<file path="config.mk">
export PLATFORM = sky130hd
export DESIGN_NAME = ptw_translator
export DESIGN_NICKNAME = d
export VERILOG_FILES = /design/src/rtl/ptw_pkg.sv /design/src/rtl/ptw_entry_addr.sv /design/src/rtl/ptw_perm_check.sv /design/src/rtl/ptw_translator.sv
export SDC_FILE = /design/constraint.sdc
export NUM_CORES = 1
export LEC_CHECK = 0
export ABC_AREA = 0
export BUFFER_PORTS_ARGS = -buffer_cell sky130_fd_sc_hd__buf_4
export CELL_PAD_IN_SITES_DETAIL_PLACEMENT = 1
export CELL_PAD_IN_SITES_GLOBAL_PLACEMENT = 2
export CORE_MARGIN = 10
export CORE_UTILIZATION = 25
export DETAILED_ROUTE_END_ITERATION = 6
export PLACE_DENSITY = 0.89
export SLEW_MARGIN = 20
export SYNTH_ARGS = -nofsm -noshare
export SYNTH_HDL_FRONTEND = slang
export SYNTH_SLANG_ARGS = --single-unit
</file>
<file path="constraint.sdc">
create_clock -name clk -period 2.7 [get_ports clk]
set_input_delay 0.405 -clock clk [delete_from_list [all_inputs] [get_ports clk]]
set_output_delay 0.405 -clock clk [all_outputs]
set_load 0.01 [all_outputs]
</file>
<file path="src/rtl/ptw_pkg.sv">
package ptw_pkg;
    typedef enum logic [1:0] {
        ACC_READ  = 2'b00,
        ACC_WRITE = 2'b01,
        ACC_FETCH = 2'b10,
        ACC_RSVD  = 2'b11
    } acc_e;

    typedef enum logic [1:0] {
        FLT_NONE = 2'b00,
        FLT_PAGE = 2'b01,
        FLT_PROT = 2'b10
    } fault_e;

    typedef enum logic [1:0] {
        RGT_RO   = 2'b00,
        RGT_RW   = 2'b01,
        RGT_EXEC = 2'b10,
        RGT_RSVD = 2'b11
    } rights_e;

    typedef enum logic [1:0] {
        ST_IDLE  = 2'b00,
        ST_ISSUE = 2'b01,
        ST_WAIT  = 2'b10,
        ST_DONE  = 2'b11
    } ptw_state_e;
endpackage

</file>
<file path="src/rtl/ptw_entry_addr.sv">
module ptw_entry_addr #(
    parameter int ADDR_W    = 32,
    parameter int VPN_W     = 5,
    parameter int PTE_BYTES = 4
) (
    input  logic [ADDR_W-1:0] base,
    input  logic [VPN_W-1:0]  vpn,
    output logic [ADDR_W-1:0] entry_addr
);
    localparam int SHIFT = $clog2(PTE_BYTES);

    always_comb begin
        entry_addr = base + (ADDR_W'(vpn) << SHIFT);
    end
endmodule

</file>
<file path="src/rtl/ptw_perm_check.sv">
module ptw_perm_check
    import ptw_pkg::*;
(
    input  logic       pte_valid,
    input  logic [1:0] rights,
    input  logic [1:0] kind,
    output logic [1:0] fault
);
    logic allowed;

    always_comb begin
        unique case (rights_e'(rights))
            RGT_RO:   allowed = (acc_e'(kind) == ACC_READ);
            RGT_RW:   allowed = (acc_e'(kind) == ACC_READ) || (acc_e'(kind) == ACC_WRITE);
            RGT_EXEC: allowed = (acc_e'(kind) == ACC_FETCH);
            default:  allowed = 1'b0;
        endcase
        if (!pte_valid)
            fault = FLT_PAGE;
        else if (!allowed)
            fault = FLT_PROT;
        else
            fault = FLT_NONE;
    end
endmodule

</file>
<file path="src/rtl/ptw_translator.sv">
module ptw_translator
    import ptw_pkg::*;
#(
    parameter int VA_W   = 17,
    parameter int PA_W   = 15,
    parameter int OFF_W  = 12,
    parameter int ADDR_W = 32,
    parameter int PTE_W  = 32
) (
    input  logic              clk,
    input  logic              rst_n,
    input  logic              req_valid,
    output logic              req_ready,
    input  logic [VA_W-1:0]   req_vaddr,
    input  logic [1:0]        req_kind,
    input  logic [ADDR_W-1:0] req_ptbr,
    output logic              mem_req_valid,
    input  logic              mem_req_ready,
    output logic [ADDR_W-1:0] mem_req_addr,
    input  logic              mem_rsp_valid,
    input  logic [PTE_W-1:0]  mem_rsp_data,
    output logic              rsp_valid,
    output logic [PA_W-1:0]   rsp_paddr,
    output logic [1:0]        rsp_fault
);
    localparam int VPN_W   = VA_W - OFF_W;
    localparam int PPN_W   = PA_W - OFF_W;
    localparam int VLD_BIT = PTE_W - 1;
    localparam int RGT_HI  = PTE_W - 2;
    localparam int RGT_LO  = PTE_W - 3;

    ptw_state_e state_q, state_d;

    logic [ADDR_W-1:0] entry_addr_c;
    logic [ADDR_W-1:0] addr_q;
    logic [OFF_W-1:0]  off_q;
    logic [1:0]        kind_q;
    logic [1:0]        fault_c;
    logic [1:0]        fault_q;
    logic [PA_W-1:0]   paddr_q;
    logic              unused_pte_bits;

    assign unused_pte_bits = ^mem_rsp_data[RGT_LO-1:PPN_W];

    ptw_entry_addr #(
        .ADDR_W   (ADDR_W),
        .VPN_W    (VPN_W),
        .PTE_BYTES(PTE_W / 8)
    ) u_addr (
        .base      (req_ptbr),
        .vpn       (req_vaddr[VA_W-1:OFF_W]),
        .entry_addr(entry_addr_c)
    );

    ptw_perm_check u_perm (
        .pte_valid(mem_rsp_data[VLD_BIT]),
        .rights   (mem_rsp_data[RGT_HI:RGT_LO]),
        .kind     (kind_q),
        .fault    (fault_c)
    );

    // state register
    always_ff @(posedge clk) begin
        if (!rst_n) state_q <= ST_IDLE;
        else        state_q <= state_d;
    end

    // transitions: accept, granted, entry_back, retire
    always_comb begin
        state_d = state_q;
        unique case (state_q)
            ST_IDLE:  if (req_valid)     state_d = ST_ISSUE;
            ST_ISSUE: if (mem_req_ready) state_d = ST_WAIT;
            ST_WAIT:  if (mem_rsp_valid) state_d = ST_DONE;
            ST_DONE:                     state_d = ST_IDLE;
            default:                     state_d = ST_IDLE;
        endcase
    end

    // outputs
    always_comb begin
        req_ready     = (state_q == ST_IDLE);
        mem_req_valid = (state_q == ST_ISSUE);
        rsp_valid     = (state_q == ST_DONE);
        mem_req_addr  = addr_q;
        rsp_paddr     = paddr_q;
        rsp_fault     = fault_q;
    end

    // datapath captures
    always_ff @(posedge clk) begin
        if (!rst_n) begin
            addr_q  <= '0;
            off_q   <= '0;
            kind_q  <= '0;
            fault_q <= FLT_NONE;
            paddr_q <= '0;
        end else begin
            if (state_q == ST_IDLE && req_valid) begin
                addr_q <= entry_addr_c;
                off_q  <= req_vaddr[OFF_W-1:0];
                kind_q <= req_kind;
            end
            if (state_q == ST_WAIT && mem_rsp_valid) begin
                fault_q <= fault_c;
                if (fault_c == FLT_NONE)
                    paddr_q <= {mem_rsp_data[PPN_W-1:0], off_q};
                else
                    paddr_q <= '0;
            end
        end
    end

    assert_issue_hold_R3: assert property (@(posedge clk) disable iff (!rst_n)
        (mem_req_valid && !mem_req_ready) |=> (mem_req_valid && $stable(mem_req_addr)));

    assert_accept_issue_R3: assert property (@(posedge clk) disable iff (!rst_n)
        (req_valid && req_ready) |=> (mem_req_valid && !req_ready));

    assert_rsp_follows_R10: assert property (@(posedge clk) disable iff (!rst_n)
        (state_q == ST_WAIT && mem_rsp_valid) |=> rsp_valid);

    assert_rsp_pulse_R10: assert property (@(posedge clk) disable iff (!rst_n)
        rsp_valid |=> (!rsp_valid && req_ready));

    assert_page_no_pa_R5: assert property (@(posedge clk) disable iff (!rst_n)
        (rsp_valid && rsp_fault == FLT_PAGE) |-> (rsp_paddr == '0));

    assert_fault_code_R8: assert property (@(posedge clk) disable iff (!rst_n)
        rsp_valid |-> (rsp_fault != 2'b11));
endmodule

</file>
==> flow_metrics.tcl, run 1 <==
set metrics [dict create \
    initial_core_util 0.254 \
    min_to "rsp_paddr[14]" \
    globalRouteOverflowTotal 0 \
    setup_viol 0 \
    synth-edff-count 0 \
    cts_max_level 3 \
    path_clk_slew_ps 50 \
    place_ws_ps 64.6 \
    power_leakage_nw 1.82 \
    final_nets 581 \
    rr_worst_depth 6 \
    max_freq_ghz 0.438 \
    peakVddDrop_mv 0.431 \
    fin_crit_sh 0.845 \
    cp-start-kind "input port" \
    insertion_delay_ps 330 \
    synth_ff_type "dfxtp_1" \
    status "finished clean" \
    placementRows 40 \
    holdPathStages 3 \
    antenna_found_initial 0 \
    core_area_um2 11900 \
    syn-num-nets 469 \
    worst_slack_ps 419 \
    layout-area-overhead-vs-synth_pct 44.5 \
    reg2reg_from "state_q[0]" \
    fp.dieH_um 130 \
    synth_cell_types 39 \
    critical_path.endpoint_type "register" \
    dp.cells 619 \
    drcViolationCount 0 \
    grt_max_degree 33 \
    finalCriticalPeriod_ps 2280 \
    ys_top_cells_by_count "65 x dfxtp_1, 52 x nand2_1, 45 x a21oi_1" \
    rrSetupSlack_ps 810 \
    dieArea_um2 16900 \
    synthTopCellsByArea "dfxtp_1 43%, a21oi_1 7.4%, nand2_1 6.4%" \
    dp_hpwl_mm 8.18 \
    fin_worst_skew_ps 3.62 \
    die_width_um 130 \
    num_vias 3105 \
    wirelength_mm 10.6 \
    yosysSeqAreaShare 0.430 \
    detail_route.iter0.violations 132 \
    maxCapViolations 0 \
    cts_tree "built" \
    drive_gt1_frac 0.293 \
    wl_per_cell_um 16.6 \
    path_class "input port to register" \
    synth.most_common_cell "dfxtp_1" \
    synth_area_um2 3030 \
    path_buf_inv 2 \
    grt_use_total 0.126 \
    rsz0062_at_grt "false" \
    ys_warn_count 0 \
    maxSlewViolCount 0 \
    synthCells 371 \
    slowest_stage "a2111oi_0" \
    ctsHoldBuffers 0 \
    worst_pin_slew_ps 688 \
    worst_path_largest_cell_delay_ps 580 \
    worstReg2RegEnd "mem_req_addr[15]" \
    final_cells 635 \
    grt_pass1_vias 3414 \
    p_total_mw 3.57 \
    avgViaCountPerCell 4.89 \
    crit_family "compound AO/OA/AOI/OAI gates" \
    syn_avg_cell_area_um2 8.16 \
    postCtsSetupBuffers 0 \
    firstDrtPassIters 4 \
    ys_ff_latch 65 \
    fin_setup_tns_ps 0 \
    clock_sinks 65 \
    path_cells "buf_4, ha_1, inv_1, fa_1, nor2b_1, o2111ai_1, a2111oi_0, xnor2_1, a21oi_1" \
    n_antenna_cell 0 \
    synth_top_area_share 0.430 \
    synth_async_sr_flop_share 0 \
    required_ps 2900 \
    grt_pass1_wl_mm 17.1 \
    placed_area_um2 4050 \
    hold_start "mem_rsp_data[2]" \
    gp_congestion 0.827 \
    clockRootBuffer "clkbuf_16" \
    cts_resized 0 \
    path_max_fanout 4 \
    port_buffers 113 \
    slew_headroom 0.541 \
    final_antenna_net_count 0 \
    io_pins 140 \
    arrival_ps 2480 \
    clock_path_buffers 2 \
    hold_path.class "input port to register" \
    synth.largest_area_cell "dfxtp_1" \
    stdcell_area_um2 4370 \
    hold_violations 0 \
    numCtsBuffers 9 \
    p_per_area_nw_per_um2 817 \
]
-- how the worst max path moves through the flow --
stage / start / endpoint / cells past startpoint
finish: req_vaddr[12] / mem_req_addr[28] / 9
floorplan: req_vaddr[12] / mem_req_addr[30] / 9
global route: req_vaddr[12] / mem_req_addr[26] / 9
CTS: req_vaddr[12] / mem_req_addr[28] / 9
detailed placement: req_vaddr[12] / mem_req_addr[28] / 9
global placement: req_vaddr[12] / mem_req_addr[26] / 9
-- routing by layer --
metal	wire, µm	vias up	global-route usage
met5	0	-	0
met4	114	0	0.0357
met3	945	10	0.0657
met2	5190	89	0.216
met1	4320	1478	0.133
li1	-	1528	-
-- layout by cell type, fill, tap and decap left out, types with 3 or more instances in the layout --
master and n:
a2111oi_0 3, a211oi_1 11, a21o_1 3, a21oi_1 45, a22oi_1 15, and3_1 3, buf_4 123, clkbuf_16 9
dfxtp_1 65, ha_1 9, inv_1 13, nand2_1 52, nand3_1 11, nand4_1 8, nor2_1 28, nor3_1 5
nor4b_1 4, o21a_1 3, o21ai_0 26, xnor2_1 15, xor2_1 5
-- worst register-to-register path, stage by stage, from the launching register on --
cell	delay (ps)
dfxtp_1	340
inv_1	90
ha_1	260
and2_2	480
buf_4	360
o21ai_0	130
a21oi_1	150
-- where the power goes --
| part | internal (mW) | leakage (nW) | switching, mW |
|---|---|---|---|
| clock network | 0.807 | 0.155 | 0.430 |
| logic | 0.462 | 1.14 | 0.609 |
| registers | 1.15 | 0.533 | 0.113 |
| total | 2.42 | 1.82 | 1.15 |
-- registers in the layout (all words and copies together) (netlist names) --
signal / count
mem_req_addr: 32
rsp_paddr: 15
off_q: 12
kind_q: 2
rsp_fault: 2
state_q: 2
-- logic make-up after synthesis --
kind of cell / after synthesis / synth area share
flops: 65 / 0.430
xor+xnor: 20 / 0.0579
compound gates: 112 / 0.220
fa+ha+maj: 10 / 0.0438
mux: 1 / 0.00331
buf+inv: 36 / 0.0451
simple gates: 127 / 0.200
-- final cells by class --
class | count | area (µm²)
clock buffers | 9 | 225
clock inverters | 7 | 95.1
fillers | 1453 | 7540
inverters | 14 | 52.6
multi-input cells | 270 | 1590
flip-flops and latches | 65 | 1300
well taps | 147 | 184
repair buffers | 123 | 923
-- metrics by stage --
step | hold WS (ps) | util
final | 315 | 0.367
after global routing | 318 | 0.367
after CTS | 303 | 0.367
after detailed placement | 447 | 0.340
after global placement | 442 | 0.340
after floorplan | 436 | -
No activity file was read; power rests on OpenSTA's default activity.
==> inputs of run 2 (changes only) <==
==> constraint.sdc (replaced) <==
create_clock -name clk -period 2.35 [get_ports clk]
set_input_delay 0.3525 -clock clk [delete_from_list [all_inputs] [get_ports clk]]
set_output_delay 0.3525 -clock clk [all_outputs]
set_load 0.01 [all_outputs]
==> run 2 against run 1 <==
Compared with the run above: largest cell class unchanged; worst hold slack worse by 50 ps; sequential power up 14%; sequential share of layout area down 0.45 points.
==> flow_metrics.tcl, run 2 (same netlist as run 1, synthesis figures left out) <==
set metrics [dict create \
    final_nets 589 \
    grt_pass1_vias 3385 \
    required_ps 2560 \
    pwr-share-comb 0.301 \
    dieArea_um2 16900 \
    cts_max_level 3 \
    place_ws_ps -126 \
    path_buf_inv 2 \
    worst_pin_slew_ps 702 \
    io_pins 140 \
    hold_start "mem_rsp_data[0]" \
    gp_congestion 0.814 \
    num_vias 3097 \
    firstDrtPassIters 4 \
    final_antenna_net_count 0 \
    min_to "rsp_paddr[12]" \
    wirelength_mm 10.6 \
    power.switching_mw 1.36 \
    dp.cells 627 \
    largest_reg_flops 32 \
    grt_max_degree 33 \
    mostFrequentLayoutCells "131 x buf_4, 65 x dfxtp_1, 52 x nand2_1" \
    rrSetupSlack_ps 550 \
    wl_per_cell_um 16.5 \
    regArea_um2 1300 \
    seqPwrFrac 0.347 \
    hold_path.class "input port to register" \
    p_total_mw 4.18 \
    die_width_um 130 \
    clockRootBuffer "clkbuf_16" \
    path_class "input port to register" \
    globalRouteOverflowTotal 0 \
    drive_gt1_frac 0.304 \
    arrival_ps 2320 \
    dp_hpwl_mm 8.22 \
    worst_slack_ps 238 \
    num-fill-cells 1428 \
    numCtsBuffers 9 \
    clock_sinks 65 \
    p_per_area_nw_per_um2 940 \
    path_cells "buf_4, ha_1, inv_1, fa_1, nor2b_1, o2111ai_1, a2111oi_0, xnor2_1, o21ai_0" \
    reg2reg_from "state_q[0]" \
    path_clk_slew_ps 60 \
    postCtsSetupBuffers 0 \
    placed_area_um2 4110 \
    peakVddDrop_mv 0.584 \
    fin_crit_sh 0.899 \
    stdcell_area_um2 4440 \
    path_max_fanout 4 \
    grt_use_total 0.126 \
    grt_pass1_wl_mm 17.2 \
    clockPowerShare 0.352 \
    hold_ws_ps 265 \
    clock_path_buffers 2 \
    ctsHoldBuffers 0 \
    holdPathStages 3 \
    maxCapViolations 0 \
    max_freq_ghz 0.473 \
    worst_path_largest_cell_delay_ps 600 \
    final_cells 643 \
    fin_worst_skew_ps 3.65 \
    cts_tree "built" \
    initial_core_util 0.254 \
    detail_route.iter0.violations 106 \
    placementRows 40 \
    multi_input_area_um2 1590 \
    cts_resized 0 \
    hold_violations 0 \
    power_leakage_nw 1.86 \
    n_antenna_cell 0 \
    antenna_found_initial 0 \
    p_int_mw 2.82 \
    swShare 0.326 \
    drcViolationCount 0 \
    worstReg2RegEnd "rsp_paddr[10]" \
    maxSlewViolCount 0 \
    rsz0062_at_grt "false" \
    rr_worst_depth 6 \
    insertion_delay_ps 330 \
    critical_path.endpoint_type "register" \
    layout-area-overhead-vs-synth_pct 46.8 \
    status "finished clean" \
    avgViaCountPerCell 4.82 \
    slowest_stage "a2111oi_0" \
    setup_viol 0 \
    fp.dieH_um 130 \
    finalCriticalPeriod_ps 2110 \
    crit_family "compound AO/OA/AOI/OAI gates" \
    port_buffers 113 \
    cp-start-kind "input port" \
    core_area_um2 11900 \
    slew_headroom 0.532 \
    final_common_cell "buf_4" \
]
==> run 2: changes by cell type in the layout (fill, tap and decap cells not counted), sizes merged <==
cell    change
buf         +8
clkinv      -1
inv         +1
==> run 2: power by group through the flow <==
stage                     Clock [mW]  Sequential, mW  Combinational, mW
after floorplan                    0            1.52              0.588
after global routing            1.56            1.48               1.42
after detailed placement           0            1.48               1.28
after global placement             0            1.47               1.24
after CTS                       1.52            1.46               1.29
final                           1.47            1.45               1.26
==> run 2: final cells by class <==
cell class / instances / area share
clock inverters: 7 / 0.0231
flip-flops and latches: 65 / 0.293
repair buffers: 131 / 0.221
multi-input cells: 270 / 0.359
clock buffers: 9 / 0.0507
inverters: 14 / 0.0118
well taps: 147 / 0.0414
==> run 2: worst max-delay path by stage <==
stage | from | end | slack [ps] | cells after the start
6_report | req_vaddr[12] | mem_req_addr[26] | 240 | 9
5_1_grt | req_vaddr[12] | mem_req_addr[18] | 100 | 10
4_1_cts | req_vaddr[12] | mem_req_addr[26] | 220 | 9
3_5_place_dp | req_vaddr[12] | mem_req_addr[26] | -130 | 9
3_3_place_gp | req_vaddr[12] | mem_req_addr[30] | 30 | 9
2_1_floorplan | req_vaddr[12] | mem_req_addr[30] | 60 | 9
==> run 2: metrics by stage <==
stage	utilization	setup TNS, ps
2_1_floorplan	-	0
3_3_place_gp	0.345	0
3_5_place_dp	0.345	-283
4_1_cts	0.373	0
5_1_grt	0.373	0
6_report	0.373	0
==> run 2: layer usage <==
| layer | vias up | track usage | part of all wire | routed length (µm) |
|---|---|---|---|---|
| met5 | - | 0 | 0 | 0 |
| met4 | 0 | 0.0304 | 0.0076 | 81 |
| met3 | 9 | 0.0584 | 0.087 | 923 |
| met2 | 85 | 0.215 | 0.49 | 5240 |
| met1 | 1452 | 0.138 | 0.41 | 4390 |
| li1 | 1551 | - | - | - |
==> run 2: worst register-to-register path, cell delays in order, from the launching register on <==
cell and delay, ps:
dfxtp_1 340, inv_1 90, ha_1 230, nand3_1 170
nor2_2 600, a22oi_1 160, nor2_1 150
==> inputs of run 3 (changes only) <==
--- a/config.mk
+++ b/config.mk
@@ -7,13 +7,14 @@
 export LEC_CHECK = 0
 export ABC_AREA = 0
 export BUFFER_PORTS_ARGS = -buffer_cell sky130_fd_sc_hd__buf_4
-export CELL_PAD_IN_SITES_DETAIL_PLACEMENT = 1
-export CELL_PAD_IN_SITES_GLOBAL_PLACEMENT = 2
+export CELL_PAD_IN_SITES_DETAIL_PLACEMENT = 0
+export CELL_PAD_IN_SITES_GLOBAL_PLACEMENT = 1
 export CORE_MARGIN = 10
-export CORE_UTILIZATION = 25
+export CORE_UTILIZATION = 33
 export DETAILED_ROUTE_END_ITERATION = 6
-export PLACE_DENSITY = 0.89
+export PLACE_DENSITY = 0.9
 export SLEW_MARGIN = 20
 export SYNTH_ARGS = -nofsm -noshare
 export SYNTH_HDL_FRONTEND = slang
 export SYNTH_SLANG_ARGS = --single-unit
+export TNS_END_PERCENT = 50
==> run 3 against run 2 <==
Compared with the run above: cell count decreased by 6.5%; setup slack improved by 100 ps; count of clock-buffer cells in the layout unchanged; sequential share of layout area increased by 1.4 points; sequential power about the same; clock skew increased by 4.0 ps; first-iteration DRC count increased by 42%; maximum frequency increased by 5.0%; design area decreased by 4.5%.
==> flow_metrics.tcl, run 3 (same netlist as run 1, synthesis figures left out) <==
set metrics [dict create \
    status "finished clean" \
    detail_route.iter0.violations 151 \
    rr_worst_depth 6 \
    n_antenna_cell 0 \
    firstDrtPassIters 4 \
    io_pins 140 \
    antenna_found_initial 0 \
    setup_viol 0 \
    clock_sinks 65 \
    gp_congestion 0.829 \
    placementRows 34 \
    numCtsBuffers 9 \
    finalCriticalPeriod_ps 2010 \
    critical_path.endpoint_type "register" \
    arrival_ps 2260 \
    path_max_fanout 9 \
    path_class "input port to register" \
    required_ps 2600 \
    die_width_um 116 \
    placed_area_um2 4040 \
    initial_core_util 0.344 \
    cts_tree "built" \
    grt_max_degree 41 \
    drive_gt1_frac 0.298 \
    rsz0062_at_grt "false" \
    mostFrequentLayoutCells "128 x buf_4, 65 x dfxtp_1, 52 x nand2_1" \
    cp-start-kind "input port" \
    postCtsSetupBuffers 0 \
    peakVddDrop_mv 0.483 \
    hold_path.class "input port to register" \
    fin_crit_sh 0.856 \
    holdPathStages 3 \
    final_antenna_net_count 0 \
    worst_pin_slew_ps 995 \
    path_clk_slew_ps 80 \
    dieArea_um2 13400 \
    clockRootBuffer "clkbuf_8" \
    maxSlewViolCount 0 \
    max_freq_ghz 0.497 \
    grt_pass1_vias 3006 \
    hold_violations 0 \
    num-fill-cells 883 \
    grt_use_total 0.134 \
    wl_per_cell_um 15.5 \
    wirelength_mm 9.30 \
    power_leakage_nw 1.79 \
    core_area_um2 8810 \
    port_buffers 113 \
    grt_pass1_wl_mm 14.5 \
    fp.dieH_um 116 \
    insertion_delay_ps 340 \
    final_nets 586 \
    ctsHoldBuffers 0 \
    avgViaCountPerCell 5.08 \
    fin_worst_skew_ps 7.64 \
    p_per_area_nw_per_um2 860 \
    cts_resized 0 \
    final_common_cell "buf_4" \
    slew_headroom 0.334 \
    maxCapViolations 0 \
    clock_path_buffers 2 \
    num_vias 3054 \
    p_total_mw 3.65 \
    dp_hpwl_mm 7.00 \
    stdcell_area_um2 4240 \
    cts_max_level 3 \
    layout-area-overhead-vs-synth_pct 40.1 \
    globalRouteOverflowTotal 0 \
    drcViolationCount 0 \
    fin_setup_tns_ps 0 \
    largest_reg_flops 32 \
]
run 3: layer usage:
metal | global-route usage | up-vias | share of wire
met3 | 0.0610 | 12 | 0.11
met2 | 0.209 | 102 | 0.43
met1 | 0.158 | 1396 | 0.45
met5 | 0 | - | 0
met4 | 0.0492 | 0 | 0.014
li1 | - | 1544 | -
run 3: where the power goes:
group | internal (mW) | switching, mW | total, mW
Clock | 0.501 | 0.488 | 0.989
Combinational | 0.543 | 0.672 | 1.21
Sequential | 1.32 | 0.121 | 1.44
Total | 2.37 | 1.28 | 3.65
run 3: critical path: stages:
cell	delay, ps
buf_4	80
ha_1	160
inv_1	60
fa_1	380
nor2b_1	180
o2111ai_1	200
buf_4	240
a21oi_1	250
a211oi_1	140
nor3_1	230
run 3: area by class of cell:
cell class                      instances  area [µm²]  area share
Clock inverter                          7        77.6      0.0183
Tap cell                              108         135      0.0319
Inverter                               14        52.6      0.0124
Clock buffer                            9         124      0.0292
Multi-Input combinational cell        270        1590       0.375
Timing Repair Buffer                  128         961       0.227
Sequential cell                        65        1300       0.307
run 3: through the flow:
stage / utilization / hold slack, ps / std cells / worst slack [ps]
after floorplan: - / 436 / 371 / 60.8
after global placement: 0.459 / 441 / 585 / 44.9
after detailed placement: 0.459 / 448 / 585 / 15.5
after CTS: 0.482 / 238 / 601 / 356
after global routing: 0.482 / 234 / 601 / 131
final: 0.482 / 248 / 601 / 339
run 3: worst paths after layout:
check / start / end / slack (ps)
max reg2reg: state_q[0] / rsp_paddr[5] / 400
max: req_vaddr[12] / mem_req_addr[18] / 340
min reg2reg: mem_req_addr[8] / mem_req_addr[8] / 460
min: mem_rsp_data[2] / rsp_paddr[14] / 250
